`src/rtl/rlg_pkg.sv`:
```
package rlg_pkg;

  // Per-cycle action for the lock timer, highest priority first.
  typedef enum logic [2:0] {
    EV_INIT    = 3'd0,  // full reinitialisation (stop, undervoltage, init request)
    EV_RELEASE = 3'd1,  // release fault and clear count (direction edge, zero duty)
    EV_FREEZE  = 3'd2,  // hold count and fault (overtemperature)
    EV_RESTART = 3'd3,  // Hall code moved: restart count
    EV_RUN     = 3'd4   // advance count
  } rlg_evt_e;

  localparam int unsigned HALL_W = 3;

endpackage

```
`src/rtl/rlg_edge_watch.sv`:
```
module rlg_edge_watch #(
  parameter int unsigned W = 3
) (
  input  logic         clk,
  input  logic         rst_n,
  input  logic         hold_clr,
  input  logic [W-1:0] code_in,
  input  logic         dir_in,
  output logic         code_chg,
  output logic         dir_chg
);

  logic [W-1:0] code_q, code_d;
  logic         dir_q, dir_d;
  logic         primed_q, primed_d;
  logic [W-1:0] bit_chg;

  // Per-bit difference against the previous sample.
  for (genvar i = 0; i < W; i++) begin : g_bit
    assign bit_chg[i] = code_in[i] ^ code_q[i];
  end

  // Edges are reported only once a valid previous sample exists.
  assign code_chg = primed_q & (|bit_chg);
  assign dir_chg  = primed_q & (dir_in ^ dir_q);

  always_comb begin
    code_d   = code_in;
    dir_d    = dir_in;
    primed_d = ~hold_clr;
  end

  always_ff @(posedge clk or negedge rst_n) begin
    if (!rst_n) begin
      code_q   <= '0;
      dir_q    <= 1'b0;
      primed_q <= 1'b0;
    end else begin
      code_q   <= code_d;
      dir_q    <= dir_d;
      primed_q <= primed_d;
    end
  end

  p_primed_r1: assert property (@(posedge clk) disable iff (!rst_n)
    hold_clr |=> !code_chg && !dir_chg);

endmodule

```
`src/rtl/rlg_idle_detect.sv`:
```
module rlg_idle_detect #(
  parameter int unsigned ZERO_CYCLES = 150_000
) (
  input  logic clk,
  input  logic rst_n,
  input  logic clr,
  input  logic pwm_in,
  output logic zero_duty
);

  localparam int unsigned IW = (ZERO_CYCLES > 1) ? $clog2(ZERO_CYCLES) : 1;
  localparam logic [IW-1:0] LAST = IW'(ZERO_CYCLES - 1);

  logic [IW-1:0] cnt_q, cnt_d;
  logic          zero_q, zero_d;
  logic          cnt_en;

  // Count only while the input is off and zero duty is not yet declared.
  assign cnt_en = pwm_in & ~zero_q;

  always_comb begin
    cnt_d  = cnt_q;
    zero_d = zero_q;
    if (clr || !pwm_in) begin
      cnt_d  = '0;
      zero_d = 1'b0;
    end else if (cnt_en) begin
      if (cnt_q == LAST) begin
        zero_d = 1'b1;
      end else begin
        cnt_d = cnt_q + 1'b1;
      end
    end
  end

  always_ff @(posedge clk or negedge rst_n) begin
    if (!rst_n) begin
      cnt_q  <= '0;
      zero_q <= 1'b0;
    end else begin
      cnt_q  <= cnt_d;
      zero_q <= zero_d;
    end
  end

  assign zero_duty = zero_q;

  p_low_clears_r6: assert property (@(posedge clk) disable iff (!rst_n)
    !pwm_in |=> !zero_q);

  p_rise_needs_high_r6: assert property (@(posedge clk) disable iff (!rst_n)
    $rose(zero_q) |-> $past(pwm_in) && !$past(clr));

  p_clr_r10: assert property (@(posedge clk) disable iff (!rst_n)
    clr |=> !zero_q);

endmodule

```
`src/rtl/rlg_event_arb.sv`:
```
module rlg_event_arb
  import rlg_pkg::*;
(
  input  logic     stop_req,
  input  logic     uv_flag,
  input  logic     init_rst,
  input  logic     dir_chg,
  input  logic     zero_duty,
  input  logic     ot_flag,
  input  logic     hall_chg,
  output rlg_evt_e evt
);

  logic full_clr;
  logic release_req;

  assign full_clr    = stop_req | uv_flag | init_rst;
  assign release_req = dir_chg | zero_duty;

  always_comb begin
    if (full_clr) begin
      evt = EV_INIT;
    end else if (release_req) begin
      evt = EV_RELEASE;
    end else if (ot_flag) begin
      evt = EV_FREEZE;
    end else if (hall_chg) begin
      evt = EV_RESTART;
    end else begin
      evt = EV_RUN;
    end
  end

endmodule

```
`src/rtl/rlg_lock_timer.sv`:
```
module rlg_lock_timer
  import rlg_pkg::*;
#(
  parameter int unsigned LOCK_CYCLES = 100_000_000
) (
  input  logic     clk,
  input  logic     rst_n,
  input  rlg_evt_e evt,
  output logic     fault
);

  localparam int unsigned LW = (LOCK_CYCLES > 1) ? $clog2(LOCK_CYCLES) : 1;
  localparam logic [LW-1:0] LIMIT = LW'(LOCK_CYCLES - 1);

  logic [LW-1:0] cnt_q, cnt_d;
  logic          fault_q, fault_d;
  logic          run_en;

  assign run_en = (evt == EV_RUN) & ~fault_q;

  always_comb begin
    cnt_d   = cnt_q;
    fault_d = fault_q;
    unique case (evt)
      EV_INIT, EV_RELEASE: begin
        cnt_d   = '0;
        fault_d = 1'b0;
      end
      EV_FREEZE: begin
        cnt_d   = cnt_q;
        fault_d = fault_q;
      end
      EV_RESTART: begin
        cnt_d = '0;
      end
      default: begin
        if (run_en) begin
          if (cnt_q == LIMIT) begin
            fault_d = 1'b1;
          end else begin
            cnt_d = cnt_q + 1'b1;
          end
        end
      end
    endcase
  end

  always_ff @(posedge clk or negedge rst_n) begin
    if (!rst_n) begin
      cnt_q   <= '0;
      fault_q <= 1'b0;
    end else begin
      cnt_q   <= cnt_d;
      fault_q <= fault_d;
    end
  end

  assign fault = fault_q;

  p_cnt_bound_r2: assert property (@(posedge clk) disable iff (!rst_n)
    cnt_q <= LIMIT);

  p_fault_needs_quiet_r2: assert property (@(posedge clk) disable iff (!rst_n)
    $rose(fault_q) |-> $past(evt) == EV_RUN);

  p_latch_holds_r3: assert property (@(posedge clk) disable iff (!rst_n)
    (fault_q && evt != EV_INIT && evt != EV_RELEASE) |=> fault_q);

  p_release_clears_r5: assert property (@(posedge clk) disable iff (!rst_n)
    (evt == EV_INIT || evt == EV_RELEASE) |=> !fault_q && cnt_q == '0);

  p_freeze_holds_r9: assert property (@(posedge clk) disable iff (!rst_n)
    evt == EV_FREEZE |=> $stable(cnt_q) && $stable(fault_q));

endmodule

```
`src/rtl/rotor_lock_guard.sv`:
```
module rotor_lock_guard
  import rlg_pkg::*;
#(
  parameter int unsigned LOCK_CYCLES = 100_000_000,
  parameter int unsigned ZERO_CYCLES = 150_000
) (
  input  logic              clk,
  input  logic              rst_n,
  input  logic [HALL_W-1:0] hall_code,
  input  logic              pwm_in,
  input  logic              stop_req,
  input  logic              dir_sel,
  input  logic              uv_flag,
  input  logic              ot_flag,
  input  logic              init_rst,
  output logic              lock_fault,
  output logic              zero_duty,
  output logic              hall_bias_en
);

  logic     full_clr;
  logic     hall_chg;
  logic     dir_chg;
  logic     zero_flag;
  rlg_evt_e evt;

  assign full_clr = stop_req | uv_flag | init_rst;

  rlg_edge_watch #(
    .W (HALL_W)
  ) u_edges (
    .clk      (clk),
    .rst_n    (rst_n),
    .hold_clr (init_rst),
    .code_in  (hall_code),
    .dir_in   (dir_sel),
    .code_chg (hall_chg),
    .dir_chg  (dir_chg)
  );

  rlg_idle_detect #(
    .ZERO_CYCLES (ZERO_CYCLES)
  ) u_idle (
    .clk       (clk),
    .rst_n     (rst_n),
    .clr       (full_clr),
    .pwm_in    (pwm_in),
    .zero_duty (zero_flag)
  );

  rlg_event_arb u_arb (
    .stop_req  (stop_req),
    .uv_flag   (uv_flag),
    .init_rst  (init_rst),
    .dir_chg   (dir_chg),
    .zero_duty (zero_flag),
    .ot_flag   (ot_flag),
    .hall_chg  (hall_chg),
    .evt       (evt)
  );

  rlg_lock_timer #(
    .LOCK_CYCLES (LOCK_CYCLES)
  ) u_timer (
    .clk   (clk),
    .rst_n (rst_n),
    .evt   (evt),
    .fault (lock_fault)
  );

  assign zero_duty    = zero_flag;
  assign hall_bias_en = ~stop_req & ~zero_flag;

  p_stop_clears_r4: assert property (@(posedge clk) disable iff (!rst_n)
    stop_req |=> !lock_fault && !zero_duty);

  p_uv_clears_r8: assert property (@(posedge clk) disable iff (!rst_n)
    uv_flag |=> !lock_fault);

  p_zero_releases_r7: assert property (@(posedge clk) disable iff (!rst_n)
    zero_duty |=> !lock_fault);

endmodule

```
`config.mk`:
```
export PLATFORM = sky130hd
export DESIGN_NAME = rotor_lock_guard
export DESIGN_NICKNAME = d
export VERILOG_FILES = /design/src/rtl/rlg_pkg.sv /design/src/rtl/rlg_edge_watch.sv /design/src/rtl/rlg_idle_detect.sv /design/src/rtl/rlg_event_arb.sv /design/src/rtl/rlg_lock_timer.sv /design/src/rtl/rotor_lock_guard.sv
export SDC_FILE = /design/constraint.sdc
export NUM_CORES = 1
export LEC_CHECK = 0
export BUFFER_PORTS_ARGS = -buffer_cell sky130_fd_sc_hd__buf_2
export CAP_MARGIN = 40
export CORE_MARGIN = 1.5
export CORE_UTILIZATION = 29
export DETAILED_ROUTE_END_ITERATION = 12
export GPL_ROUTABILITY_DRIVEN = 0
export PLACE_DENSITY = 0.41
export SYNTH_ARGS = -nofsm -noshare
export SYNTH_HDL_FRONTEND = slang
export SYNTH_SLANG_ARGS = --single-unit
```
`constraint.sdc`:
```
create_clock -name clk -period 2.85 [get_ports clk]
set_input_delay 0.57 -clock clk [delete_from_list [all_inputs] [get_ports clk]]
set_output_delay 0.57 -clock clk [all_outputs]
set_load 0.005 [all_outputs]
```
==> metrics.csv <==
metric,value,unit
Ant. Diodes,0,
Final Skew,7.50,ps
fin crit period,2330,ps
mean routed wirelength per cell,15.2,um
hold bufs inserted after CTS,0,
Least-Margin Pin Slew,617,ps
Cells after Synth,294,
first-pass GRT wire length,11.6,mm
Mapped Area,2850,um^2
via count,2327,
Post-CTS Resized,0,
gr ovfl total,0,
syn nets,307,
type of the worst min-delay path,input port to asynchronous set/reset pin,
synth cell count leaders,"dfrtp_1 (52), nor2_1 (27), nand2_1 (23), nand4_1 (16), xor2_1 (16)",
Pre-antenna DRT Iters,4,
Pwr Total,1.37,mW
Worst path max stage delay,590,ps
Die H,102,um
Lkg Pwr,1.25,nW
sw frac,21.8,%
number of vias per cell,5.18,
WHS,198,ps
Max Root-Sink Buffers,2,
status,"complete, no violations",
Worst-path clk slew,90,ps
Gate power share,5.0,%
maximum fanout along the worst path,22,
multi-input logic area,1470,um^2
WS Path Type,register to register,
ys async rst share,100,%
switching pwr,0.299,mW
Synth cell types,52,
Critical-path top delay cell,or4_1,
number of post-CTS setup repair buffers,0,
"Slew Viols, Final",0,
Post-Layout Cell Count,449,
"Req. time, crit path",3080,ps
most common cell in the netlist,dfrtp_1,
largest net degree at the start of global routing,23,
initial cell density of the core,29.6,%
Storage cell area,1300,um^2
die width,102,um
worst vdd ir,0.246,mV
post-synth top area share,45.6,%
RSZ-0062 raised after global routing,no,
I/O Pins,14,
Max Freq,430,MHz
vias in the first global route,2276,
root buffer cell,clkbuf_8,
clock share of power,40.8,%
placed cell areas,3130,um^2
CP endpoint kind,register,
CTS Buf Count,5,
Synth area leaders,"dfrtp_1 (46%), xor2_1 (4.9%), nor2_1 (3.6%), nand4_1 (3.5%), nand2_1 (3.0%)",
Post-synth EDFFs,0,
Syn. warnings,0,
fill count,1011,
Clock Latency Late Sink,300,ps
Area Growth Syn to Fin,14.0,%
Post-route DRC,0,
CTS tree,yes,
final period utilization,81.6,%
internal power,1.07,mW
die area,10400,um^2
Initial DRC Count,92,
port bufs,13,
Setup crit start kind,register,
max-cap viol count,0,
Synth area leader,dfrtp_1,
Yosys reg bits,52,
Final Hold Fails,0,
Finished Cell Area,3250,um^2
CP Cell Sequence,xor2_1 -> o41ai_2 -> nand2_2 -> or4_1 -> a21oi_1,
prevailing post-synth register cell,dfrtp_1,
hpwl dp,5.01,mm
final-stage net count,328,
worst relative slew slack,58.3,%
WL final,6.83,mm
proportion of layout cells with a drive suffix above 1,13.6,%
count of final setup violators,0,
core area,9640,um^2
Sequential Power Share,54.3,%
row count,36,
initial antenna violation count,0,
All-Layer GR Usage,14.3,%
Max H-tree Level,2,
Syn Area/Cell,9.71,um^2
Sum Neg Setup Slack,0,ps
Worst Path Arrival,2550,ps
sequential share of the synthesized area,45.6,%
dpl cells,441,
remaining antenna violation count,0,
clk sinks,52,
PD cells,422,nW/um^2
power groups by stage:
stage          logic [mW]  clock network (mW)  registers (mW)
3_3_place_gp       0.0691                   0           0.759
3_5_place_dp       0.0702                   0           0.759
5_1_grt            0.0779               0.613           0.745
4_1_cts            0.0704               0.586           0.745
2_1_floorplan      0.0302                   0           0.759
6_report           0.0682               0.559           0.745
cell type report:
type / count / share of cell area, %
Clock buffer: 7 / 2.96
Tap cell: 133 / 5.12
Timing Repair Buffer: 24 / 4.92
Inverter: 8 / 0.923
Sequential cell: 52 / 40.0
Multi-Input combinational cell: 224 / 45.2
Clock inverter: 1 / 0.923
kinds of logic (layout without fill, tap and decap cells):
| family | after synthesis | count (layout) | synth area share, % |
|---|---|---|---|
| AND/OR/NAND/NOR | 135 | 135 | 27.6 |
| AO/OA/AOI/OAI | 64 | 64 | 15.8 |
| flip-flops | 52 | 52 | 45.6 |
| XOR/XNOR | 21 | 21 | 6.44 |
| buffers and inverters | 18 | 40 | 2.94 |
| adder cells (fa/ha/maj) | 2 | 2 | 0.877 |
| multiplexers | 2 | 2 | 0.701 |
cells in the final DEF, fill, tap and decap left out, drive strengths merged, types with 2 or more instances in the layout:
cell type	Yosys	final
o21ai	9	9
xor2	16	16
a31o	3	3
o31ai	8	8
o41ai	5	5
clkbuf	7	7
nand3	13	13
nand2b	3	3
ha	2	2
dfrtp	52	52
buf	3	24
mux2i	2	2
a2111oi	2	2
nor2	27	27
or3	3	3
nor2b	2	2
and2	4	4
inv	8	8
a32oi	2	2
xnor2	5	5
a21oi	13	13
o311ai	2	2
nor4	5	5
a311oi	3	3
or4	12	12
and4	5	5
or3b	2	2
nor3	6	6
and3	4	4
nor4b	4	4
nand4	16	16
o21a	2	2
o211ai	4	4
nand2	24	24
a21o	3	3
a31oi	5	5
flip-flops by register name, indices dropped and copies added (netlist names):
name / flops
u_timer.fault: 1
u_edges.dir_q: 1
u_edges.primed_q: 1
u_idle.cnt_q: 18
u_idle.zero_duty: 1
u_timer.cnt_q: 27
u_edges.code_q: 3
metrics by stage:
stage	util, %	setup WS [ps]
floorplan	-	635
global placement	32.4	314
detailed placement	32.4	261
CTS	33.7	533
global route	33.7	358
finish	33.7	523
layer usage:
| layer | routed length [um] | global-route usage [%] | vias up |
|---|---|---|---|
| li1 | - | - | 1167 |
| met2 | 3270 | 23.2 | 39 |
| met5 | 0 | 0 | - |
| met4 | 46 | 3.16 | 0 |
| met1 | 3320 | 20.0 | 1117 |
| met3 | 189 | 2.39 | 4 |
worst paths after layout:
check	start	to	slack, ps	depth (start not counted)
worst max-delay path	u_edges.dir_q$_DFF_PN0_	u_timer.cnt_q[6]$_DFFE_PN0P_	520	5
worst min-delay path	rst_n	u_timer.cnt_q[7]$_DFFE_PN0P_	200	1
worst max register to register	u_edges.dir_q$_DFF_PN0_	u_timer.cnt_q[6]$_DFFE_PN0P_	520	5
worst min register to register	u_timer.cnt_q[25]$_DFFE_PN0P_	u_timer.cnt_q[25]$_DFFE_PN0P_	520	1
max in group asynchronous	rst_n	u_timer.cnt_q[20]$_DFFE_PN0P_	2020	2
min in group clk	hall_code[0]	u_edges.code_q[0]$_DFF_PN0_	390	1
critical path: cells and delay by family (launching register included):
kind / cells / cell delay, ps
AOI/OAI and AO/OA: 2 / 720
and+or+nand+nor: 2 / 950
DFF: 1 / 380
xor gates and xnor gates: 1 / 210
Power figures use the tool's default switching activity.
